--- config.mk ---
export PLATFORM = sky130hd
export DESIGN_NAME = i2c_rstart_seq
export DESIGN_NICKNAME = d
export VERILOG_FILES = /design/src/rtl/i2c_rs_pkg.sv /design/src/rtl/i2c_rs_sync.sv /design/src/rtl/i2c_rs_brg.sv /design/src/rtl/i2c_rs_fsm.sv /design/src/rtl/i2c_rstart_seq.sv
export SDC_FILE = /design/constraint.sdc
export NUM_CORES = 1
export LEC_CHECK = 0
export BUFFER_PORTS_ARGS = -buffer_cell sky130_fd_sc_hd__buf_2
export CAP_MARGIN = 5
export CORE_UTILIZATION = 54
export DETAILED_ROUTE_END_ITERATION = 8
export HOLD_SLACK_MARGIN = 0.12
export PLACE_DENSITY = 0.9
export SLEW_MARGIN = 20
export SYNTH_ARGS = -nofsm -noshare
export SYNTH_HDL_FRONTEND = slang
export SYNTH_SLANG_ARGS = --single-unit
--- constraint.sdc ---
create_clock -name clk -period 3.4 [get_ports clk]
set_input_delay 0.34 -clock clk [delete_from_list [all_inputs] [get_ports clk]]
set_output_delay 0.34 -clock clk [all_outputs]
set_load 0.01 [all_outputs]
--- src/rtl/i2c_rs_pkg.sv ---
// Package: shared types for the repeated-start sequencer.
// Assumes: nothing beyond standard SystemVerilog packed types.
package i2c_rs_pkg;

    // Sequencer phases, in bus order
    typedef enum logic [2:0] {
        RS_IDLE     = 3'd0,
        RS_SCL_DN   = 3'd1,
        RS_SDA_REL  = 3'd2,
        RS_SDA_WAIT = 3'd3,
        RS_SCL_UP   = 3'd4,
        RS_HOLD_HI  = 3'd5,
        RS_SDA_DN   = 3'd6
    } rs_state_e;

    localparam int FLAG_W     = 4;
    localparam int FLAG_START = 0;
    localparam int FLAG_DONE  = 1;
    localparam int FLAG_WCOL  = 2;
    localparam int FLAG_BCOL  = 3;

endpackage

--- src/rtl/i2c_rs_sync.sv ---
// Module: multi-line synchronizer chain.
// Does: passes each asynchronous line level through STAGES flops.
// Assumes: lines idle high, so reset fills the chain with ones.
module i2c_rs_sync #(
    parameter int STAGES = 2,
    parameter int LINES  = 2
) (
    input  logic             clk,
    input  logic             rst_n,
    input  logic [LINES-1:0] raw_in,
    output logic [LINES-1:0] sync_out
);

    logic [STAGES-1:0][LINES-1:0] chain_q;

    // shift the raw levels through the flop chain
    always_ff @(posedge clk) begin
        if (!rst_n) begin
            chain_q <= '1;
        end else begin
            chain_q[0] <= raw_in;
            for (int s = 1; s < STAGES; s++) begin
                chain_q[s] <= chain_q[s-1];
            end
        end
    end

    assign sync_out = chain_q[STAGES-1];

endmodule

--- src/rtl/i2c_rs_brg.sv ---
// Module: baud-rate down-counter.
// Does: loads the reload value on load, decrements while run is high, stops at zero.
// Assumes: load wins over run; zero flags the end of a period.
module i2c_rs_brg #(
    parameter int BRG_W = 7
) (
    input  logic             clk,
    input  logic             rst_n,
    input  logic             load,
    input  logic             run,
    input  logic [BRG_W-1:0] reload,
    output logic             zero
);

    logic [BRG_W-1:0] cnt_q;

    // count down one step per cycle, or reload
    always_ff @(posedge clk) begin
        if (!rst_n) begin
            cnt_q <= '0;
        end else if (load) begin
            cnt_q <= reload;
        end else if (run && (cnt_q != '0)) begin
            cnt_q <= cnt_q - 1'b1;
        end
    end

    assign zero = (cnt_q == '0);

endmodule

--- src/rtl/i2c_rs_fsm.sv ---
// Module: repeated-start phase sequencer.
// Does: steps SCL low, SDA high, both high, SDA low, gating each step on
//       synchronized line levels and the baud-rate period; detects collisions.
// Assumes: scl_s/sda_s are already synchronized; go only pulses while idle.
module i2c_rs_fsm
    import i2c_rs_pkg::*;
(
    input  logic clk,
    input  logic rst_n,
    input  logic go,
    input  logic scl_s,
    input  logic sda_s,
    input  logic brg_zero,
    output logic brg_load,
    output logic brg_run,
    output logic scl_pull,
    output logic sda_pull,
    output logic busy,
    output logic seq_done,
    output logic seq_coll
);

    rs_state_e state_q, state_d;
    logic      hold_sda_q;

    // next-phase and counter control decode
    always_comb begin
        state_d  = state_q;
        brg_load = 1'b0;
        brg_run  = 1'b0;
        seq_done = 1'b0;
        seq_coll = 1'b0;
        unique case (state_q)
            RS_IDLE: begin
                if (go) state_d = RS_SCL_DN;
            end
            RS_SCL_DN: begin
                brg_load = 1'b1;
                if (!scl_s) state_d = RS_SDA_REL;
            end
            RS_SDA_REL: begin
                brg_run = 1'b1;
                if (brg_zero) state_d = sda_s ? RS_SCL_UP : RS_SDA_WAIT;
            end
            RS_SDA_WAIT: begin
                brg_load = 1'b1;
                if (sda_s) state_d = RS_SCL_UP;
            end
            RS_SCL_UP: begin
                brg_load = 1'b1;
                if (scl_s) begin
                    if (!sda_s) begin
                        seq_coll = 1'b1;
                        state_d  = RS_IDLE;
                    end else begin
                        state_d = RS_HOLD_HI;
                    end
                end
            end
            RS_HOLD_HI: begin
                brg_run = 1'b1;
                if (!scl_s) begin
                    seq_coll = 1'b1;
                    state_d  = RS_IDLE;
                end else if (brg_zero) begin
                    brg_load = 1'b1;
                    state_d  = RS_SDA_DN;
                end
            end
            RS_SDA_DN: begin
                brg_run = 1'b1;
                if (!scl_s && sda_s) begin
                    seq_coll = 1'b1;
                    state_d  = RS_IDLE;
                end else if (brg_zero) begin
                    seq_done = 1'b1;
                    state_d  = RS_IDLE;
                end
            end
            default: state_d = RS_IDLE;
        endcase
    end

    // phase register and the SDA hold left after completion
    always_ff @(posedge clk) begin
        if (!rst_n) begin
            state_q    <= RS_IDLE;
            hold_sda_q <= 1'b0;
        end else begin
            state_q <= state_d;
            if (seq_done) begin
                hold_sda_q <= 1'b1;
            end else if (go || seq_coll) begin
                hold_sda_q <= 1'b0;
            end
        end
    end

    // line drive follows the phase
    always_comb begin
        scl_pull = (state_q == RS_SCL_DN) || (state_q == RS_SDA_REL) ||
                   (state_q == RS_SDA_WAIT);
        sda_pull = (state_q == RS_SDA_DN) ||
                   ((state_q == RS_IDLE) && hold_sda_q);
    end

    assign busy = (state_q != RS_IDLE);

endmodule

--- src/rtl/i2c_rstart_seq.sv ---
// Module: I2C master repeated-start sequencer (top).
// Does: holds the command register, transmit buffer and sticky flags; runs
//       the sequencer on synchronized bus levels; blocks writes while busy.
// Assumes: open-drain lines with external pull-ups; reload value stable
//          during a sequence.
module i2c_rstart_seq
    import i2c_rs_pkg::*;
#(
    parameter int CTL_W       = 8,
    parameter int CMD_W       = 5,
    parameter int REQ_BIT     = 1,
    parameter int BRG_W       = 7,
    parameter int DATA_W      = 8,
    parameter int SYNC_STAGES = 2
) (
    input  logic              clk,
    input  logic              rst_n,
    input  logic              evt_busy,
    input  logic              ctl_wr,
    input  logic [CTL_W-1:0]  ctl_wdata,
    output logic [CTL_W-1:0]  ctl_rd,
    input  logic [BRG_W-1:0]  brg_reload,
    input  logic              txb_wr,
    input  logic [DATA_W-1:0] txb_wdata,
    output logic [DATA_W-1:0] txb_q,
    input  logic              flag_wr,
    input  logic [FLAG_W-1:0] flag_wdata,
    input  logic              scl_in,
    input  logic              sda_in,
    output logic              scl_pull,
    output logic              sda_pull,
    output logic              start_det,
    output logic              done_irq,
    output logic              wcol,
    output logic              bcol
);

    localparam int SYNC_LINES = 2;

    logic [SYNC_LINES-1:0] line_s;
    logic                  scl_s, sda_s, sda_prev_q;
    logic                  brg_load, brg_run, brg_zero;
    logic                  seq_busy, seq_done, seq_coll, seq_end;
    logic                  accept;
    logic [CTL_W-1:0]      ctl_q;
    logic [DATA_W-1:0]     txb_buf_q;
    logic [FLAG_W-1:0]     flag_q, flag_set, flag_keep, flag_nxt;

    i2c_rs_sync #(
        .STAGES (SYNC_STAGES),
        .LINES  (SYNC_LINES)
    ) sync_i (
        .clk      (clk),
        .rst_n    (rst_n),
        .raw_in   ({sda_in, scl_in}),
        .sync_out (line_s)
    );

    assign scl_s = line_s[0];
    assign sda_s = line_s[1];

    i2c_rs_brg #(
        .BRG_W (BRG_W)
    ) brg_i (
        .clk    (clk),
        .rst_n  (rst_n),
        .load   (brg_load),
        .run    (brg_run),
        .reload (brg_reload),
        .zero   (brg_zero)
    );

    i2c_rs_fsm fsm_i (
        .clk      (clk),
        .rst_n    (rst_n),
        .go       (accept),
        .scl_s    (scl_s),
        .sda_s    (sda_s),
        .brg_zero (brg_zero),
        .brg_load (brg_load),
        .brg_run  (brg_run),
        .scl_pull (scl_pull),
        .sda_pull (sda_pull),
        .busy     (seq_busy),
        .seq_done (seq_done),
        .seq_coll (seq_coll)
    );

    assign accept  = ctl_wr && ctl_wdata[REQ_BIT] && !seq_busy && !evt_busy;
    assign seq_end = seq_done || seq_coll;

    // command register: low bits locked while busy, request self-clears
    always_ff @(posedge clk) begin
        if (!rst_n) begin
            ctl_q <= '0;
        end else begin
            if (ctl_wr) begin
                ctl_q[CTL_W-1:CMD_W] <= ctl_wdata[CTL_W-1:CMD_W];
                if (!seq_busy) begin
                    ctl_q[CMD_W-1:0] <= ctl_wdata[CMD_W-1:0];
                    ctl_q[REQ_BIT]   <= accept;
                end
            end
            if (seq_end) begin
                ctl_q[REQ_BIT] <= 1'b0;
            end
        end
    end

    // transmit buffer: written only while idle
    always_ff @(posedge clk) begin
        if (!rst_n) begin
            txb_buf_q <= '0;
        end else if (txb_wr && !seq_busy) begin
            txb_buf_q <= txb_wdata;
        end
    end

    // previous synchronized SDA level for start detection
    always_ff @(posedge clk) begin
        if (!rst_n) begin
            sda_prev_q <= 1'b1;
        end else begin
            sda_prev_q <= sda_s;
        end
    end

    // flag set sources
    always_comb begin
        flag_set             = '0;
        flag_set[FLAG_START] = scl_s && sda_prev_q && !sda_s;
        flag_set[FLAG_DONE]  = seq_done;
        flag_set[FLAG_WCOL]  = txb_wr && seq_busy;
        flag_set[FLAG_BCOL]  = seq_coll;
    end

    // per-flag keep/set merge
    for (genvar f = 0; f < FLAG_W; f++) begin : g_flag
        assign flag_keep[f] = flag_wr ? flag_wdata[f] : 1'b1;
        assign flag_nxt[f]  = (flag_q[f] && flag_keep[f]) || flag_set[f];
    end

    // sticky flag register
    always_ff @(posedge clk) begin
        if (!rst_n) begin
            flag_q <= '0;
        end else begin
            flag_q <= flag_nxt;
        end
    end

    assign ctl_rd    = ctl_q;
    assign txb_q     = txb_buf_q;
    assign start_det = flag_q[FLAG_START];
    assign done_irq  = flag_q[FLAG_DONE];
    assign wcol      = flag_q[FLAG_WCOL];
    assign bcol      = flag_q[FLAG_BCOL];

endmodule

# Yosys cells after proc, flatten, opt, wreduce, memory -nomap -nowiden

Index checks and enable logic that the tools add are counted.
W data, S select, Z words.

Flip-flop bits (word level): 36
Input port bits: 35
Output and inout port bits: 22
Logic and storage cells: 96

$add $sub $neg: 1
Equality and inequality tests: 13
Mux-type cells: 31
Bitwise operators: 2
Reduce and logical (&&, ||, !) cells: 38

Operators by type and width:

| operator              | count |
|---|---|
| $mux W3               | 11 |
| $pmux W3 S7           | 1 |
| $mux W1               | 15 |
| $logic_and A1 B1 Y1   | 14 |
| $mux W7               | 2 |
| $eq A3 B3 Y1 const B  | 3 |
| $logic_or A1 B1 Y1    | 9 |
| $ne A2 B2 Y1 const B  | 4 |
| $logic_not A7 Y1      | 1 |
| $reduce_and A7 Y1     | 1 |
| $reduce_bool A7 Y1    | 1 |
| $sub A7 B1 Y7 const B | 1 |
| $eq A3 B2 Y1 const B  | 2 |
| $reduce_or A3 Y1      | 2 |
| $logic_not A1 Y1      | 4 |
| $reduce_bool A2 Y1    | 2 |
| $eq A3 B1 Y1 const B  | 1 |
| $logic_not A3 Y1      | 1 |
| $ne A3 B2 Y1 const B  | 1 |
| $ne A3 B3 Y1 const B  | 1 |
| $pmux W1 S3           | 1 |
| $reduce_bool A3 Y1    | 1 |
| $ne A2 B1 Y1 const B  | 1 |
| $not A1 Y1            | 2 |
| other kinds (3)       | 3 |

# Longest topological paths before layout

Depth after elaboration: 7
Depth in mapped cells: 7
Depth with buffers taken out: 6

# Cells and area by module

A second synthesis with hierarchy kept.

Cell total of the unflattened synthesis: 189
Area, all modules: 1791.7 um^2

Modules (own cells, without submodules):

| module         | instances | cells an instance | area each (um^2) | seq. area each (um^2) |
|---|---|---|---|---|
| i2c_rstart_seq | 1         | 74                | 808.3            | 420.4 |
| i2c_rs_fsm     | 1         | 58                | 444.2            | 80.1 |
| i2c_rs_brg     | 1         | 47                | 419.2            | 140.1 |
| i2c_rs_sync    | 1         | 10                | 120.1            | 80.1 |

# Worst setup path before layout

OpenSTA, ideal clock, no wires.

Kind: reg2reg
From: reg brg_i.cnt_q[0]
To: reg brg_i.cnt_q[4]
Library setup time: 0.120 ns
Arrival time: 1.655 ns
Required time: 3.280 ns
Path slack: 1.625 ns
Cell stages (with the launch flop): 8
Path buffers: 1
Clock period less this slack: 1.775 ns
Cells stage by stage: dfxtp_1 -> inv_1 -> ha_1 -> nor4b_4 -> a31oi_4 -> or2_0 -> buf_2 -> a211o_1

Word-level cells in the longest chain between the ends: 5
Elaborated cells on any way between the ends: 10
Classes of those cells: add/sub: 1; mux: 5; reduce/logical: 4

RTL lines:

| element                                                               | RTL line         | RTL |
|---|---|---|
| start, declared                                                       | i2c_rs_brg.sv:15 | `logic [BRG_W-1:0] cnt_q;` |
| start signal, assigned                                                | i2c_rs_brg.sv:22 | `cnt_q <= reload;` |
| start signal, assigned                                                | i2c_rs_brg.sv:24 | `cnt_q <= cnt_q - 1'b1;` |
| parallel branches: the longest is 5 deep, another holds $sub A7 B1 Y7 | --               |  |

Parallel ways; which one is timed is not known. The select of a mux whose other input is x is not followed.
A chain may end at the register's enable or synchronous reset.

# Worst setup path after layout

Same ends and word-level chain as after synthesis.

==> flow_summary.toml <==
[floorplanning]
core-area_um2 = 3080
die_x_um = 59.0
dieArea_um2 = 3480
dieHeight_um = 59.0
boundaryPins = 57
initial_utilization_pct = 57.0
floorplan.rows = 20

[place]
dpl_cell_area_um2 = 2040
dp_hpwl_mm = 2.86
pre_cts_slack_ps = 1450
globalplace.congestion = 0.799
portBuffers = 56

[detailed_routing]
ant_nets = 0
vias = 1679
dr.pass1.iters = 5
wl_per_cell_um = 12.5
post-route-drc-count = 0
routed_wl_mm = 3.82
via_per_inst = 5.49
initialDrtViolationCount = 80

[synthesis]
synth_edf_count = 0
syn_area_per_cell_um2 = 8.36
yosysTopAreaCellShare_pct = 41.1
synthTopCellsByArea = "dfxtp_1 41%, nand2_1 6.4%, a21oi_1 5.7%"
syn_nets = 247
synthArstFlopShare_pct = 0
synth_cells = 210
yosysWarnings = 0
synth.most_common_cell = "dfxtp_1"
yosys_most_used_dff = "dfxtp_1"
ys_ff_latch = 36
synth.cells.most_frequent = "36 x dfxtp_1, 30 x nand2_1, 20 x a21oi_1"
ys_types = 49
synth_area_um2 = 1760
seq_area_frac_synth_pct = 41.1
yosys.area.top_type = "dfxtp_1"

[clock_network]
cts_tree = "built"
post_cts_buffers = 0
clockRootBuffer = "clkbuf_4"
clk_pin_slew_ps = 100
clock_latency_ps = 340
cts.sinks = 36
cts_buffer_depth = 2
cts_resized = 0
cts-buffers-inserted = 5
h-tree-depth = 2
holdBufCountCts = 0

[timing]
slew_viol_final = 0
holdWs_ps = 168
slew_headroom_pct = 52.8
setup_viol = 0
hold_viol = 0
rsz0062_at_grt = "no"
period_share_pct = 57.8
fin_crit_ps = 1970
setup_ws_ps = 1430
clock_skew_ps = 5.38
fmax_mhz = 509
tightest_slew_ps = 707
setup_tns_ps = 0

[run_status]
status = "completed"

[global_routing]
grt_usage_pct = 23.5
grt_max_degree = 26
grt_pass1_vias = 1446
grt_pass1_wl_mm = 6.04
overflow = 0
antenna_found_initial = 0

[hold_path]
hp-class = "in -> reg"
min-delay-start = "sda_in"

[worst_setup_path]
start_kind = "register"
worstReg2RegStart = "brg_i.cnt_q[0]$_SDFFE_PN0P_"
required_ps = 3640
crit_type = "reg -> reg"
path_max_fanout = 9
critical_path.startpoint = "brg_i.cnt_q[0]$_SDFFE_PN0P_"
cp-end-kind = "register"
cp_data_arrival_time_ps = 2210

[pwr]
p_leak_nw = 0.943
power.density_nw_per_um2 = 431
ir_drop_v = 0.000225
power_w = 0.000914

[cells_and_area]
final_cell_area_um2 = 2120
final_net_count = 298
drive_gt1_share_pct = 28.2
fill_cells = 270
diodes = 0
area_delta_synth_final_pct = 20.8

[run]
maxCapViolations = 0
==> placed cells by master, fill, tap and decap left out, types with 5 or more instances in the layout <==
cell      instances
nand2_1          30
mux2i_1           8
nor2_1           16
a21oi_1          20
nand3b_1          5
dfxtp_1          36
o21ai_0           8
nand2b_1          8
clkbuf_4          5
inv_1             9
buf_2            56
nor2b_1           5
==> routing by layer <==
layer  routed length (um)  track usage [%]  vias up  share of wire (%)
li1                     -                -      843                  -
met1                 1770             27.8      760                 46
met2                 1730             38.5       68                 45
met3                  241             7.42        8                6.3
met4                   76             11.2        0                2.0
met5                    0                0        -                  0
==> state kept, by name, indices dropped and copies added (netlist names) <==
| name | flops |
|---|---|
| txb_q | 8 |
| fsm_i.state_q | 3 |
| flag_q | 4 |
| brg_i.cnt_q | 7 |
| sda_prev_q | 1 |
| ctl_rd | 8 |
| fsm_i.hold_sda_q | 1 |
| sync_i.chain_q | 2 |
| sync_i.sync_out | 2 |
==> cell families (layout without fill, tap and decap cells) <==
| kind of cell | after synthesis | after routing | share of synthesized area, % |
|---|---|---|---|
| AND/OR/NAND/NOR | 88 | 88 | 26.5 |
| AO/OA/AOI/OAI | 52 | 52 | 19.9 |
| flip-flops | 36 | 36 | 41.1 |
| buffers and inverters | 21 | 73 | 4.78 |
| multiplexers | 10 | 10 | 5.84 |
| adder cells (fa/ha/maj) | 2 | 2 | 1.43 |
| XOR/XNOR | 1 | 1 | 0.499 |
==> report_power, final <==
group | internal [W] | leakage [nW] | switching, W | total, W
Clock | 0.000153 | 0.0412 | 0.000143 | 0.000296
Combinational | 0.0000734 | 0.607 | 0.0000813 | 0.000155
Sequential | 0.000444 | 0.295 | 0.0000194 | 0.000463
Total | 0.000671 | 0.943 | 0.000243 | 0.000914
==> through the flow <==
| stage | std cells | util, % |
|---|---|---|
| after floorplan | 210 | - |
| after global placement | 298 | 66.3 |
| after detailed placement | 298 | 66.3 |
| after CTS | 306 | 68.9 |
| after global routing | 306 | 68.9 |
| final | 306 | 68.9 |
==> final cells by class <==
type                    instances  area, um^2  area share [%]
clock buffers                   5        37.5            1.77
clock inverters                 3        42.5            2.01
multi-input cells             153         951            44.8
flip-flops and latches         36         721            34.0
inverters                       9        33.8            1.59
well taps                      44        55.1            2.60
repair buffers                 56         280            13.2
==> path summary, 6_finish.rpt <==
kind / endpoint / slack [ps] / cells after the start
setup / recovery: brg_i.cnt_q[4]$_SDFFE_PN0P_ / 1430 / 6
hold / removal: sync_i.chain_q[1]$_SDFF_PN1_ / 170 / 2
setup reg to reg: brg_i.cnt_q[4]$_SDFFE_PN0P_ / 1430 / 6
hold reg to reg: sync_i.sync_out[1]$_SDFF_PN1_ / 420 / 1
==> critical path: stages (launching register included) <==
cell and delay (ps):
dfxtp_1 340, inv_1 80, ha_1 180, nor4b_4 390, a31oi_4 210, or2_0 370, a211o_1 290
(Power assumes the default switching activity.)
